**src/rtl/booth_pkg.sv**
```systemverilog
package booth_pkg;

  // Action chosen for one recoding step
  typedef enum logic [1:0] {
    ACT_HOLD = 2'b00,
    ACT_PLUS = 2'b01,
    ACT_MINUS = 2'b10
  } booth_act_e;

endpackage

```
**src/rtl/booth_recoder.sv**
```systemverilog
module booth_recoder
  import booth_pkg::*;
(
  input  logic       cur_bit,
  input  logic       right_bit,
  output booth_act_e act
);

  always_comb begin
    unique case ({cur_bit, right_bit})
      2'b10:   act = ACT_MINUS;  // opening a run of ones
      2'b01:   act = ACT_PLUS;   // closing a run of ones
      default: act = ACT_HOLD;   // inside a run of zeros or of ones
    endcase
  end

endmodule

```
**src/rtl/booth_step_counter.sv**
```systemverilog
module booth_step_counter #(
  parameter int STEPS = 32
) (
  input  logic clk,
  input  logic rst_n,
  input  logic clear,
  input  logic advance,
  output logic final_step
);

  localparam int CW = (STEPS > 1) ? $clog2(STEPS) : 1;
  localparam logic [CW-1:0] LAST = CW'(STEPS - 1);

  logic [CW-1:0] cnt_q;

  always_ff @(posedge clk or negedge rst_n) begin
    if (!rst_n)       cnt_q <= '0;
    else if (clear)   cnt_q <= '0;
    else if (advance) cnt_q <= (cnt_q == LAST) ? '0 : cnt_q + 1'b1;
  end

  assign final_step = advance && (cnt_q == LAST);

endmodule

```
**src/rtl/booth_datapath.sv**
```systemverilog
module booth_datapath
  import booth_pkg::*;
#(
  parameter int WIDTH = 32
) (
  input  logic               clk,
  input  logic               rst_n,
  input  logic               load,
  input  logic               step,
  input  booth_act_e         act,
  input  logic [WIDTH-1:0]   mcand_in,
  input  logic [WIDTH-1:0]   mplier_in,
  output logic [2*WIDTH-1:0] acc,
  output logic               low_bit,
  output logic               right_bit
);

  localparam int PW = 2 * WIDTH;

  logic [PW-1:0]    acc_q;
  logic             xbit_q;
  logic [WIDTH-1:0] mcand_q;
  logic [WIDTH:0]   hi_ext, m_ext, hi_sum;
  logic [PW-1:0]    acc_next;

  assign hi_ext = {acc_q[PW-1], acc_q[PW-1:WIDTH]};
  assign m_ext  = {mcand_q[WIDTH-1], mcand_q};

  always_comb begin
    unique case (act)
      ACT_PLUS:  hi_sum = hi_ext + m_ext;
      ACT_MINUS: hi_sum = hi_ext - m_ext;
      default:   hi_sum = hi_ext;
    endcase
    // widened upper half then arithmetic right shift by one
    acc_next = {hi_sum, acc_q[WIDTH-1:1]};
  end

  always_ff @(posedge clk or negedge rst_n) begin
    if (!rst_n) begin
      acc_q   <= '0;
      xbit_q  <= 1'b0;
      mcand_q <= '0;
    end else if (load) begin
      acc_q   <= {{WIDTH{1'b0}}, mplier_in};
      xbit_q  <= 1'b0;
      mcand_q <= mcand_in;
    end else if (step) begin
      acc_q  <= acc_next;
      xbit_q <= acc_q[0];
    end
  end

  assign acc       = acc_q;
  assign low_bit   = acc_q[0];
  assign right_bit = xbit_q;


  load_clears_xbit_chk: assert property (@(posedge clk) disable iff (!rst_n)
    load |=> (right_bit == 1'b0) && (acc[WIDTH-1:0] == $past(mplier_in)));


  idle_holds_acc_chk: assert property (@(posedge clk) disable iff (!rst_n)
    (!load && !step) |=> $stable(acc));

endmodule

```
**src/rtl/booth_seq_mult.sv**
```systemverilog
module booth_seq_mult
  import booth_pkg::*;
#(
  parameter int WIDTH = 32
) (
  input  logic               clk,
  input  logic               rst_n,
  input  logic               start,
  input  logic [WIDTH-1:0]   mcand,
  input  logic [WIDTH-1:0]   mplier,
  output logic               busy,
  output logic               done,
  output logic [2*WIDTH-1:0] product
);

  logic       busy_q, done_q;
  logic       accept, last;
  logic       cur_bit, right_bit;
  booth_act_e act;

  assign accept = start && !busy_q;

  booth_recoder u_recoder (
    .cur_bit  (cur_bit),
    .right_bit(right_bit),
    .act      (act)
  );

  booth_step_counter #(.STEPS(WIDTH)) u_counter (
    .clk       (clk),
    .rst_n     (rst_n),
    .clear     (accept),
    .advance   (busy_q),
    .final_step(last)
  );

  booth_datapath #(.WIDTH(WIDTH)) u_datapath (
    .clk      (clk),
    .rst_n    (rst_n),
    .load     (accept),
    .step     (busy_q),
    .act      (act),
    .mcand_in (mcand),
    .mplier_in(mplier),
    .acc      (product),
    .low_bit  (cur_bit),
    .right_bit(right_bit)
  );

  always_ff @(posedge clk or negedge rst_n) begin
    if (!rst_n) begin
      busy_q <= 1'b0;
      done_q <= 1'b0;
    end else begin
      done_q <= busy_q && last;
      if (accept)    busy_q <= 1'b1;
      else if (last) busy_q <= 1'b0;
    end
  end

  assign busy = busy_q;
  assign done = done_q;


  start_accepted_chk: assert property (@(posedge clk) disable iff (!rst_n)
    (start && !busy) |=> busy);


  done_single_chk: assert property (@(posedge clk) disable iff (!rst_n)
    done |=> !done);


  done_not_busy_chk: assert property (@(posedge clk) disable iff (!rst_n)
    done |-> !busy);


  busy_drop_done_chk: assert property (@(posedge clk) disable iff (!rst_n)
    $fell(busy) |-> done);


  no_restart_chk: assert property (@(posedge clk) disable iff (!rst_n)
    (busy && start && !last) |=> (busy && !done));

endmodule

```
**config.mk**
```make
export PLATFORM = sky130hd
export DESIGN_NAME = booth_seq_mult
export DESIGN_NICKNAME = d
export VERILOG_FILES = /design/src/rtl/booth_pkg.sv /design/src/rtl/booth_recoder.sv /design/src/rtl/booth_step_counter.sv /design/src/rtl/booth_datapath.sv /design/src/rtl/booth_seq_mult.sv
export SDC_FILE = /design/constraint.sdc
export NUM_CORES = 1
export LEC_CHECK = 0
export BUFFER_PORTS_ARGS = -buffer_cell sky130_fd_sc_hd__buf_2
export CORE_ASPECT_RATIO = 0.7
export CORE_MARGIN = 1.5
export CORE_UTILIZATION = 56
export CTS_CLUSTER_SIZE = 28
export DETAILED_ROUTE_END_ITERATION = 7
export PLACE_DENSITY = 0.83
export SLEW_MARGIN = 20
export SYNTH_ARGS = -nofsm -noshare
export SYNTH_HDL_FRONTEND = slang
export SYNTH_SLANG_ARGS = --single-unit
export TNS_END_PERCENT = 30
```
**constraint.sdc**
```tcl
create_clock -name clk -period 4.6 [get_ports clk]
set_input_delay 0.69 -clock clk [delete_from_list [all_inputs] [get_ports clk]]
set_output_delay 0.69 -clock clk [all_outputs]
set_load 0.03 [all_outputs]
```
After elaboration in Yosys (flattened, before gate mapping):

Cells that the tools add are included.
W data, S select, Z words.

* add/subtract/negate cells: 3
* equality and inequality tests: 5
* multiplexer cells: 11
* reductions and logical operators: 8

Operators with widths (number)
* $mux W64: 2
* $pmux W33 S2: 1
* $add A32 B32 Y33: 1
* $sub A32 B32 Y33: 1
* $mux W5: 3
* $add A5 B1 Y5 const B: 1
* $eq A5 B5 Y1 const B: 1
* $eq A2 B1 Y1 const B: 2
* $eq A2 B2 Y1 const B: 2
* $mux W1: 4
* $pmux W2 S2: 1
* $reduce_bool A2 Y1: 2
* $logic_and A1 B1 Y1: 3
* $reduce_bool A3 Y1: 1
* $reduce_and A2 Y1: 1
* $logic_not A1 Y1: 1

* register bits after elaboration: 104
* input port bits: 67
* word-level logic and storage cells: 34

Logic depth before layout (Yosys ltp):

Gate-level depths: netlist (run 1).

* depth in word-level cells: 6
* gate-level depth with buffers: 19
* mapped depth without buffers: 18

Cells and area by module:

A second synthesis (run 1) with hierarchy kept.

* cells, all modules: 793
* area total of the unflattened synthesis: 7143.1 µm²

By module, submodules not included
* booth_datapath: instances 1, cells an instance 759, area each 6771.5 µm²
* booth_step_counter: instances 1, cells an instance 26, area each 280.3 µm²
* booth_seq_mult: instances 1, cells an instance 6, area each 76.3 µm²
* booth_recoder: instances 1, cells an instance 2, area each 15.0 µm²

Least setup slack after synthesis (run 1):

Ideal clock, no wire load.

* kind: register to register
* start point: reg u_datapath.mcand_q[15]
* end point: reg u_datapath.acc_q[63], in the netlist u_datapath.acc[63]
* library setup time: 0.126 ns
* data arrival time: 3.508 ns
* path slack: 0.966 ns
* cell stages (with the launch flop): 16
* clock period less this slack: 3.634 ns
* path through: dfrtp_1 or4_4 nor4b_4 nor2b_1 and3_1 a21oi_1 xnor2_1 ha_1 clkbuf_1 nand4_1 nor2_1 inv_1 a2111oi_0 o21a_1 mux2i_1 nand3_1

* longest elaborated chain between the ends: 4
* elaborated cells on any way between the ends: 5
* classes of those cells: add/sub: 2; mux: 3

Ends and longest elaborated chain
* start, declared: RTL line booth_datapath.sv:22 `logic [WIDTH-1:0] mcand_q;`
* start signal, assigned: RTL line booth_datapath.sv:47 `mcand_q <= mcand_in;`
* $sub A32 B32 Y33 / $add A32 B32 Y33 (equally long branches): RTL line booth_datapath.sv:32, booth_datapath.sv:31
* $pmux W33 S2 *: RTL line booth_datapath.sv:30 `unique case (act)`
* $mux W64 *: RTL line booth_datapath.sv:48 `end else if (step) begin`
* $mux W64 *: RTL line booth_datapath.sv:44 `end else if (load) begin`
* end signal, assigned: RTL line booth_datapath.sv:45 `acc_q <= {{WIDTH{1'b0}}, mplier_in};`
* end signal, assigned: RTL line booth_datapath.sv:49 `acc_q <= acc_next;`
* end, declared: RTL line booth_datapath.sv:20 `logic [PW-1:0] acc_q;`

Mark *: on every way between the ends. The rest lies on a longest branch, timed or not. The select of a mux whose other input is x is not followed.
A chain may end at the register's enable or synchronous reset.

Worst setup path in the final report (run 1):

* start point: reg u_datapath.mcand_q[4]
* end point: reg u_datapath.acc_q[63], in the netlist u_datapath.acc[63]

Same word-level chain as after synthesis.

==> impl_metrics.env, run 1 <==
export IMPL_status="complete, no violations"
export IMPL_startpoint_type="register"
export IMPL_cp_arrival_ns=4.31
export IMPL_final_hold_viol_count=0
export IMPL_post_cts_buffers=0
export IMPL_grt_usage_pct=26.5
export IMPL_antenna_found_initial=0
export IMPL_skew_ns=0.0114
export IMPL_cts_tree="done"
export IMPL_synth_edf_count=0
export IMPL_avgRoutedWirePerCell_microns=16.0
export IMPL_layout_common_cells="buf_2, dfrtp_1, nand2_1, o21ai_0, a21oi_1"
export IMPL_route_final_wire_length_microns=16500
export IMPL_finalNetCount=976
export IMPL_grt_pass1_wl_microns=27000
export IMPL_numCtsBuffers=9
export IMPL_cts_resized_gates=0
export IMPL_synth_top_flop_cell="dfrtp_1"
export IMPL_portBuffers=132
export IMPL_rows=33
export IMPL_antennaDiodeCount=0
export IMPL_avgSynthCellArea_sq_um=9.04
export IMPL_dr_wl_met3_microns=1170
export IMPL_critical_path_required_ns=4.85
export IMPL_setup_viol=0
export IMPL_min_path_type="in -> async"
export IMPL_ys_seq_elements=104
export IMPL_syn_num_nets=868
export IMPL_syn_inst=763
export IMPL_final_common_cell="buf_2"
export IMPL_drt_drc_violations_left=0
export IMPL_ys_seq_area_share_pct=37.7
export IMPL_ys_warn_count=0
export IMPL_synth_distinct_cells=57
export IMPL_synthToLayoutAreaGrowth_pct=15.3
export IMPL_min_period_ns=4.06
export IMPL_finalCritPeriodShare_pct=88.3
export IMPL_worstSetupPathType="reg -> reg"
export IMPL_place_congestion=0.928
export IMPL_cts_root_buf="clkbuf_16"
export IMPL_finalMaxSlewViolations=0
export IMPL_dieWidth_microns=136
export IMPL_grt_max_degree=84
export IMPL_rsz0062_at_grt="false"
export IMPL_wl_met1_microns=8170
export IMPL_syn_area_sq_um=6900
export IMPL_max_freq_mhz=246
export IMPL_cts_max_level=3
export IMPL_hpwl_microns=12100
export IMPL_grt_ovfl_total=0
export IMPL_worst_pin_slew_ns=0.857
export IMPL_die_area_sq_um=13000
export IMPL_io_pins=133
export IMPL_wl_met2_microns=6970
export IMPL_topRoutingLayerUsed="met4"
export IMPL_grt_pass1_vias=5316
export IMPL_fp_coreArea_sq_um=11900
export IMPL_postCtsHoldBufs=0
export IMPL_slew_headroom_pct=42.9
export IMPL_cp_end_kind="register"
export IMPL_setup_tns_ns=0
export IMPL_vias=6005
export IMPL_drt_first_pass_iters=5
export IMPL_clock_sinks=104
export IMPL_initial_core_util_pct=58.2
export IMPL_synthArstFlopShare_pct=100
export IMPL_cp_max_fo=5
export IMPL_detail_route_iter0_violations=490
export IMPL_clkTransAtPathRegs_ns=0.07
export IMPL_cap_violations=0
export IMPL_cts_buffer_depth=2
export IMPL_ff2ff_path_depth=16
export IMPL_fp_dieH_microns=95.9
export IMPL_drive_gt1_share_pct=22.0
export IMPL_viasPerCell=5.81
export IMPL_clkLatencyLatePin_ns=0.36
export IMPL_postRouteAntennaNets=0
-- cell families after synthesis --
group	synth area share, %
compound gates	20.1
simple gates	15.3
flops	37.7
mux	9.92
buf+inv	3.37
xor+xnor	6.60
fa+ha+maj	7.00
-- Yosys cell counts, drive strengths merged (2+ instances only) --
master  count  area share (%)
nor3       11            0.80
nor2b       8            0.73
and2        4            0.36
xor2        8             1.0
o21bai      2            0.22
or3         2            0.18
a21boi      2            0.22
dfrtp     104              38
nand3      12            0.87
nor4        2            0.18
nor3b      18             2.0
nand2      85             4.6
a211oi      7            0.83
and3        4            0.36
o31ai       7            0.76
ha         37             6.7
nor4b       2            0.56
and4        2            0.25
o211ai      7            0.76
mux2i      38             5.5
a21oi      54             4.0
a31o        2            0.25
a31oi      22             2.0
nand4       3            0.27
nand2b      9            0.82
a211o       2            0.25
xnor2      44             5.6
buf        13            0.76
o21ai      80             5.8
nor2       47             2.6
a21o       24             2.6
mux2       27             4.4
clkbuf     29             1.6
o21a        9            0.98
inv        19             1.0
o31a        2            0.25
-- per-layer routing --
layer  vias up  track usage, %
li1       2962               -
met5         -               0
met2       204            38.6
met1      2821            40.6
met4         0            5.47
met3        18            5.32
-- state kept, by name, indices dropped and copies added (netlist names) --
register,flops
u_datapath.acc,64
u_datapath.mcand_q,32
busy,1
u_datapath.right_bit,1
u_counter.cnt_q,5
done,1
-- through the flow --
stage | hold WS, ns | area (sq um) | std cells | worst slack [ns] | util [%]
CTS | 0.476 | 7960 | 1033 | 0.590 | 67.2
global route | 0.511 | 7960 | 1033 | 0.0337 | 67.2
global placement | 0.467 | 7660 | 1017 | 0.742 | 64.6
finish | 0.423 | 7960 | 1033 | 0.540 | 67.2
floorplan | 0.394 | 6900 | 763 | 0.966 | -
detailed placement | 0.473 | 7660 | 1017 | 0.631 | 64.6
-- worst max-delay path: stages, from the launching register on --
cell	delay [ns]
dfrtp_1	0.42
nor3_1	0.29
nand2_1	0.09
nor2_1	0.23
nand3_1	0.14
nor2_1	0.25
a21oi_1	0.13
xnor2_1	0.16
ha_1	0.38
nand3_1	0.12
o21ai_0	0.23
nand3_1	0.12
a31o_1	0.26
a2111oi_0	0.59
o21a_1	0.26
mux2i_1	0.19
nand3_1	0.09
-- final timing paths --
check	slack, ns	startpoint	end
worst min register to register	0.49	u_counter.cnt_q[3]	u_counter.cnt_q[3]
max in group asynchronous	3.22	rst_n	u_datapath.mcand_q[23]
worst max register to register	0.54	u_datapath.mcand_q[4]	u_datapath.acc[63]
worst max-delay path	0.54	u_datapath.mcand_q[4]	u_datapath.acc[63]
worst min-delay path	0.42	rst_n	u_datapath.mcand_q[3]
min in group clk	0.49	u_counter.cnt_q[3]	u_counter.cnt_q[3]
-- layout make-up --
cell class                 instances  area, sq um
multi-input combinational        598         4070
timing repair buffer             139          716
sequential                       104         2610
fill                             984         3890
tap                              157          196
inverter                          19         71.3
clock buffer                      10          239
clock inverter                     6         62.6
Power of run 1 is not shown: default switching activity piles up to over one toggle a cycle in this logic, so the estimate is an artifact.
==> inputs of run 2 (changes only) <==
--- a/config.mk
+++ b/config.mk
@@ -8,10 +8,11 @@
 export BUFFER_PORTS_ARGS = -buffer_cell sky130_fd_sc_hd__buf_2
 export CORE_ASPECT_RATIO = 0.7
 export CORE_MARGIN = 1.5
-export CORE_UTILIZATION = 56
+export CORE_UTILIZATION = 58
+export CTS_BUF_LIST = sky130_fd_sc_hd__clkbuf_4
 export CTS_CLUSTER_SIZE = 28
 export DETAILED_ROUTE_END_ITERATION = 7
-export PLACE_DENSITY = 0.83
+export PLACE_DENSITY = 0.85
 export SLEW_MARGIN = 20
 export SYNTH_ARGS = -nofsm -noshare
 export SYNTH_HDL_FRONTEND = slang
==> impl_metrics.env, run 2 (synthesized netlist as in run 1, its figures left out) <==
export IMPL_status="complete, no violations"
export IMPL_cts_max_level=3
export IMPL_largest_reg_flops=64
export IMPL_setup_tns_ns=0
export IMPL_min_path_type="in -> async"
export IMPL_final_common_cell="buf_2"
export IMPL_postRouteAntennaNets=0
export IMPL_hpwl_microns=12000
export IMPL_seqCellArea_sq_um=2610
export IMPL_stdcell_count=1033
export IMPL_cp_max_fo=7
export IMPL_ff2ff_path_depth=15
export IMPL_setup_viol=0
export IMPL_post_cts_buffers=0
export IMPL_avgRoutedWirePerCell_microns=15.8
export IMPL_layout_common_cells="buf_2, dfrtp_1, nand2_1, o21ai_0, a21oi_1"
export IMPL_viasPerCell=5.76
export IMPL_skew_ns=0.0122
export IMPL_reg2reg_to="u_datapath.acc[63]"
export IMPL_fillers=953
export IMPL_design_area_sq_um=7790
export IMPL_final_hold_viol_count=0
export IMPL_startpoint_type="register"
export IMPL_slew_headroom_pct=36.7
export IMPL_antenna_found_initial=0
export IMPL_dieWidth_microns=133
export IMPL_cts_resized_gates=0
export IMPL_io_pins=133
export IMPL_min_period_ns=4.11
export IMPL_cts_tree="done"
export IMPL_die_area_sq_um=12600
export IMPL_worst_pin_slew_ns=0.950
export IMPL_worstSetupEndpoint="u_datapath.acc[63]"
export IMPL_place_area_sq_um=7660
export IMPL_fp_dieH_microns=94.3
export IMPL_crit_path_start="u_datapath.mcand_q[1]"
export IMPL_fp_coreArea_sq_um=11600
export IMPL_drive_gt1_share_pct=22.0
export IMPL_rows=33
export IMPL_critical_path_required_ns=4.98
export IMPL_clkLatencyLatePin_ns=0.47
export IMPL_synthToLayoutAreaGrowth_pct=12.9
export IMPL_cts_root_buf="clkbuf_4"
export IMPL_vias=5946
export IMPL_clock_sinks=104
export IMPL_finalMaxSlewViolations=0
export IMPL_finalNetCount=976
export IMPL_cp_end_kind="register"
export IMPL_cap_violations=0
export IMPL_grt_ovfl_total=0
export IMPL_cts_buffer_depth=2
export IMPL_portBuffers=132
export IMPL_postCtsHoldBufs=0
export IMPL_grt_pass1_wl_microns=26500
export IMPL_grt_pass1_vias=5200
export IMPL_detail_route_iter0_violations=399
export IMPL_max_freq_mhz=243
export IMPL_rsz0062_at_grt="false"
export IMPL_numCtsBuffers=9
export IMPL_clkTransAtPathRegs_ns=0.17
export IMPL_place_congestion=0.915
export IMPL_multi_input_area_sq_um=4070
export IMPL_cp_arrival_ns=4.49
export IMPL_initial_core_util_pct=59.3
export IMPL_drt_first_pass_iters=5
export IMPL_finalCritPeriodShare_pct=89.4
export IMPL_regToRegSetupSlack_ns=0.49
export IMPL_timing_rr_start="u_datapath.mcand_q[1]"
export IMPL_antennaDiodeCount=0
export IMPL_grt_usage_pct=26.5
export IMPL_grt_max_degree=96
export IMPL_drt_drc_violations_left=0
export IMPL_worstSetupPathType="reg -> reg"
export IMPL_route_final_wire_length_microns=16300
export IMPL_dpl_cell_count=1017
run 2: changes by cell type in the layout (fill, tap and decap cells not counted):
cell       before  now
clkinv_4        2    1
clkinv_2        0    2
clkbuf_16       9    0
clkbuf_4        0    9
clkbuf_8        1    0
run 2: cell type report:
| type | count | share of cell area, % |
|---|---|---|
| clock buffer | 9 | 0.868 |
| multi-input combinational | 598 | 52.2 |
| timing repair buffer | 139 | 9.19 |
| inverter | 19 | 0.916 |
| sequential | 104 | 33.5 |
| clock inverter | 7 | 0.819 |
| tap | 157 | 2.52 |
run 2: per-layer routing:
metal | GRT usage, % | part of all wire, %
met2 | 37.8 | 40
met4 | 4.62 | 0.79
met3 | 4.80 | 7.9
met5 | 0 | 0
met1 | 42.0 | 51
run 2: worst min-delay path by stage:
stage	start	endpoint	slack, ns	cells after the start
finish	rst_n	u_datapath.mcand_q[0]	0.35	1
global route	mcand[0]	u_datapath.mcand_q[0]	0.40	3
CTS	rst_n	u_datapath.acc[35]	0.37	1
detailed placement	u_counter.cnt_q[3]	u_counter.cnt_q[3]	0.48	1
global placement	u_counter.cnt_q[3]	u_counter.cnt_q[3]	0.47	1
floorplan	rst_n	busy	0.39	0
run 2: worst max-delay path, cell delays in order, from the launching register on:
cell and delay [ns]:
dfrtp_1 0.45, inv_1 0.09, ha_1 0.17, nor3b_2 0.28
and4_1 0.39, a21oi_1 0.12, xnor2_1 0.13, ha_1 0.42
o21ai_0 0.14, o21ai_0 0.26, nand3_1 0.11, a31o_1 0.24
a2111oi_0 0.66, o21a_1 0.26, mux2i_1 0.19, nand3_1 0.09
run 2: per-stage QoR:
stage	utilization, %	hold WS [ns]	setup WS [ns]
finish	66.9	0.350	0.485
CTS	66.9	0.374	0.591
floorplan	-	0.394	0.966
detailed placement	65.8	0.479	0.610
global placement	65.8	0.469	0.681
global route	66.9	0.401	0.205
Power of run 2 is left out for the same reason.
==> inputs of run 3 (changes only) <==
--- a/config.mk
+++ b/config.mk
@@ -6,7 +6,7 @@
 export NUM_CORES = 1
 export LEC_CHECK = 0
 export BUFFER_PORTS_ARGS = -buffer_cell sky130_fd_sc_hd__buf_2
-export CORE_ASPECT_RATIO = 0.7
+export CORE_ASPECT_RATIO = 1.2
 export CORE_MARGIN = 1.5
 export CORE_UTILIZATION = 58
 export CTS_BUF_LIST = sky130_fd_sc_hd__clkbuf_4
==> impl_metrics.env, run 3 (synthesized netlist as in run 1, its figures left out) <==
export IMPL_rsz0062_at_grt="false"
export IMPL_detail_route_iter0_violations=312
export IMPL_setup_tns_ns=0
export IMPL_postRouteAntennaNets=0
export IMPL_route_final_wire_length_microns=15500
export IMPL_cap_violations=0
export IMPL_clkLatencyLatePin_ns=0.48
export IMPL_skew_ns=0.0270
export IMPL_viasPerCell=5.74
export IMPL_grt_pass1_wl_microns=25200
export IMPL_slowest_delay_ns=0.54
export IMPL_cp_arrival_ns=4.35
export IMPL_layout_common_cells="buf_2, dfrtp_1, nand2_1, o21ai_0, a21oi_1"
export IMPL_dieWidth_microns=103
export IMPL_grt_pass1_vias=5371
export IMPL_fp_coreArea_sq_um=11600
export IMPL_avgRoutedWirePerCell_microns=15.0
export IMPL_min_period_ns=3.99
export IMPL_cp_end_kind="register"
export IMPL_worstPathBufferInverterCount=1
export IMPL_antenna_found_initial=1
export IMPL_min_path_type="in -> async"
export IMPL_finalNetCount=976
export IMPL_fp_dieH_microns=122
export IMPL_cp_max_fo=7
export IMPL_critical_path_required_ns=4.96
export IMPL_vias=5933
export IMPL_clock_sinks=104
export IMPL_final_common_cell="buf_2"
export IMPL_slowest_stage="a41oi_1"
export IMPL_rows=43
export IMPL_postCtsHoldBufs=0
export IMPL_timing_rr_start="u_datapath.mcand_q[4]"
export IMPL_die_area_sq_um=12600
export IMPL_place_congestion=0.895
export IMPL_cts_resized_gates=0
export IMPL_drive_gt1_share_pct=21.9
export IMPL_critPathTopFamily="simple AND/OR/NAND/NOR gates"
export IMPL_grt_ovfl_total=0
export IMPL_post_cts_buffers=0
export IMPL_clkTransAtPathRegs_ns=0.15
export IMPL_initial_core_util_pct=59.6
export IMPL_finalCritPeriodShare_pct=86.7
export IMPL_portBuffers=132
export IMPL_max_freq_mhz=251
export IMPL_numCtsBuffers=9
export IMPL_cts_buffer_depth=2
export IMPL_worstSetupPathType="reg -> reg"
export IMPL_worstPathCellList="nor3_1 -> nand2_1 -> nor2_1 -> nand3_1 -> nor3_1 -> nor2_1 -> xnor2_1 -> ha_1 -> and4_1 -> o2111ai_1 -> inv_1 -> o211ai_1 -> a41oi_1 -> nand2_1 -> a31oi_1 -> mux2i_1 -> a311o_1"
export IMPL_startpoint_type="register"
export IMPL_post_route_util_pct=67.6
export IMPL_cts_tree="done"
export IMPL_slew_headroom_pct=36.7
export IMPL_synthToLayoutAreaGrowth_pct=13.3
export IMPL_hpwl_microns=11600
export IMPL_cts_max_level=3
export IMPL_setup_viol=0
export IMPL_worst_pin_slew_ns=0.949
export IMPL_cts_root_buf="clkbuf_4"
export IMPL_drt_first_pass_iters=5
export IMPL_io_pins=133
export IMPL_grt_usage_pct=25.3
export IMPL_grt_max_degree=85
export IMPL_final_hold_viol_count=0
export IMPL_largest_reg_flops=64
export IMPL_crit_path_start="u_datapath.mcand_q[4]"
export IMPL_finalMaxSlewViolations=0
export IMPL_drt_drc_violations_left=0
export IMPL_status="complete, no violations"
[run 3: worst paths after layout]
| check | end | slack, ns | depth (start not counted) |
|---|---|---|---|
| worst max-delay path | u_datapath.acc[60] | 0.61 | 17 |
| worst min-delay path | u_datapath.acc[18] | 0.35 | 1 |
| worst max register to register | u_datapath.acc[60] | 0.61 | 17 |
| worst min register to register | u_counter.cnt_q[3] | 0.49 | 1 |
| max in group asynchronous | u_datapath.acc[47] | 3.32 | 2 |
| min in group clk | u_datapath.mcand_q[27] | 0.42 | 3 |
[run 3: cell type report]
type                    instances  area [sq um]
repair buffers                139           716
well taps                     157           196
multi-input cells             598          4070
clock inverters                 5          82.6
flip-flops and latches        104          2610
diodes                          1          2.50
inverters                      19          71.3
clock buffers                  10          75.1
fillers                       959          3750
[run 3: metrics by stage]
step	setup WS (ns)	hold slack, ns	area, sq um	cells
6_report	0.611	0.346	7820	1033
5_1_grt	0.125	0.406	7820	1033
4_1_cts	0.655	0.377	7810	1032
3_5_place_dp	0.694	0.464	7660	1017
3_3_place_gp	0.768	0.464	7660	1017
2_1_floorplan	0.966	0.394	6900	763
[run 3: worst register-to-register path, cell delays in order, from the launching register on]
cell and delay, ns:
dfrtp_1 0.44, nor3_1 0.28, nand2_1 0.10, nor2_1 0.21, nand3_1 0.12, nor3_1 0.23, nor2_1 0.09, xnor2_1 0.15
ha_1 0.38, and4_1 0.22, o2111ai_1 0.17, inv_1 0.09, o211ai_1 0.12, a41oi_1 0.54, nand2_1 0.11, a31oi_1 0.25
mux2i_1 0.10, a311o_1 0.27
[run 3: metal layers]
layer,up-vias,wire [microns],track usage [%]
met4,0,234,8.13
met3,22,864,3.47
li1,2947,-,-
met5,-,0,0
met2,172,7200,41.4
met1,2792,7240,34.8
Power of run 3 is left out for the same reason.
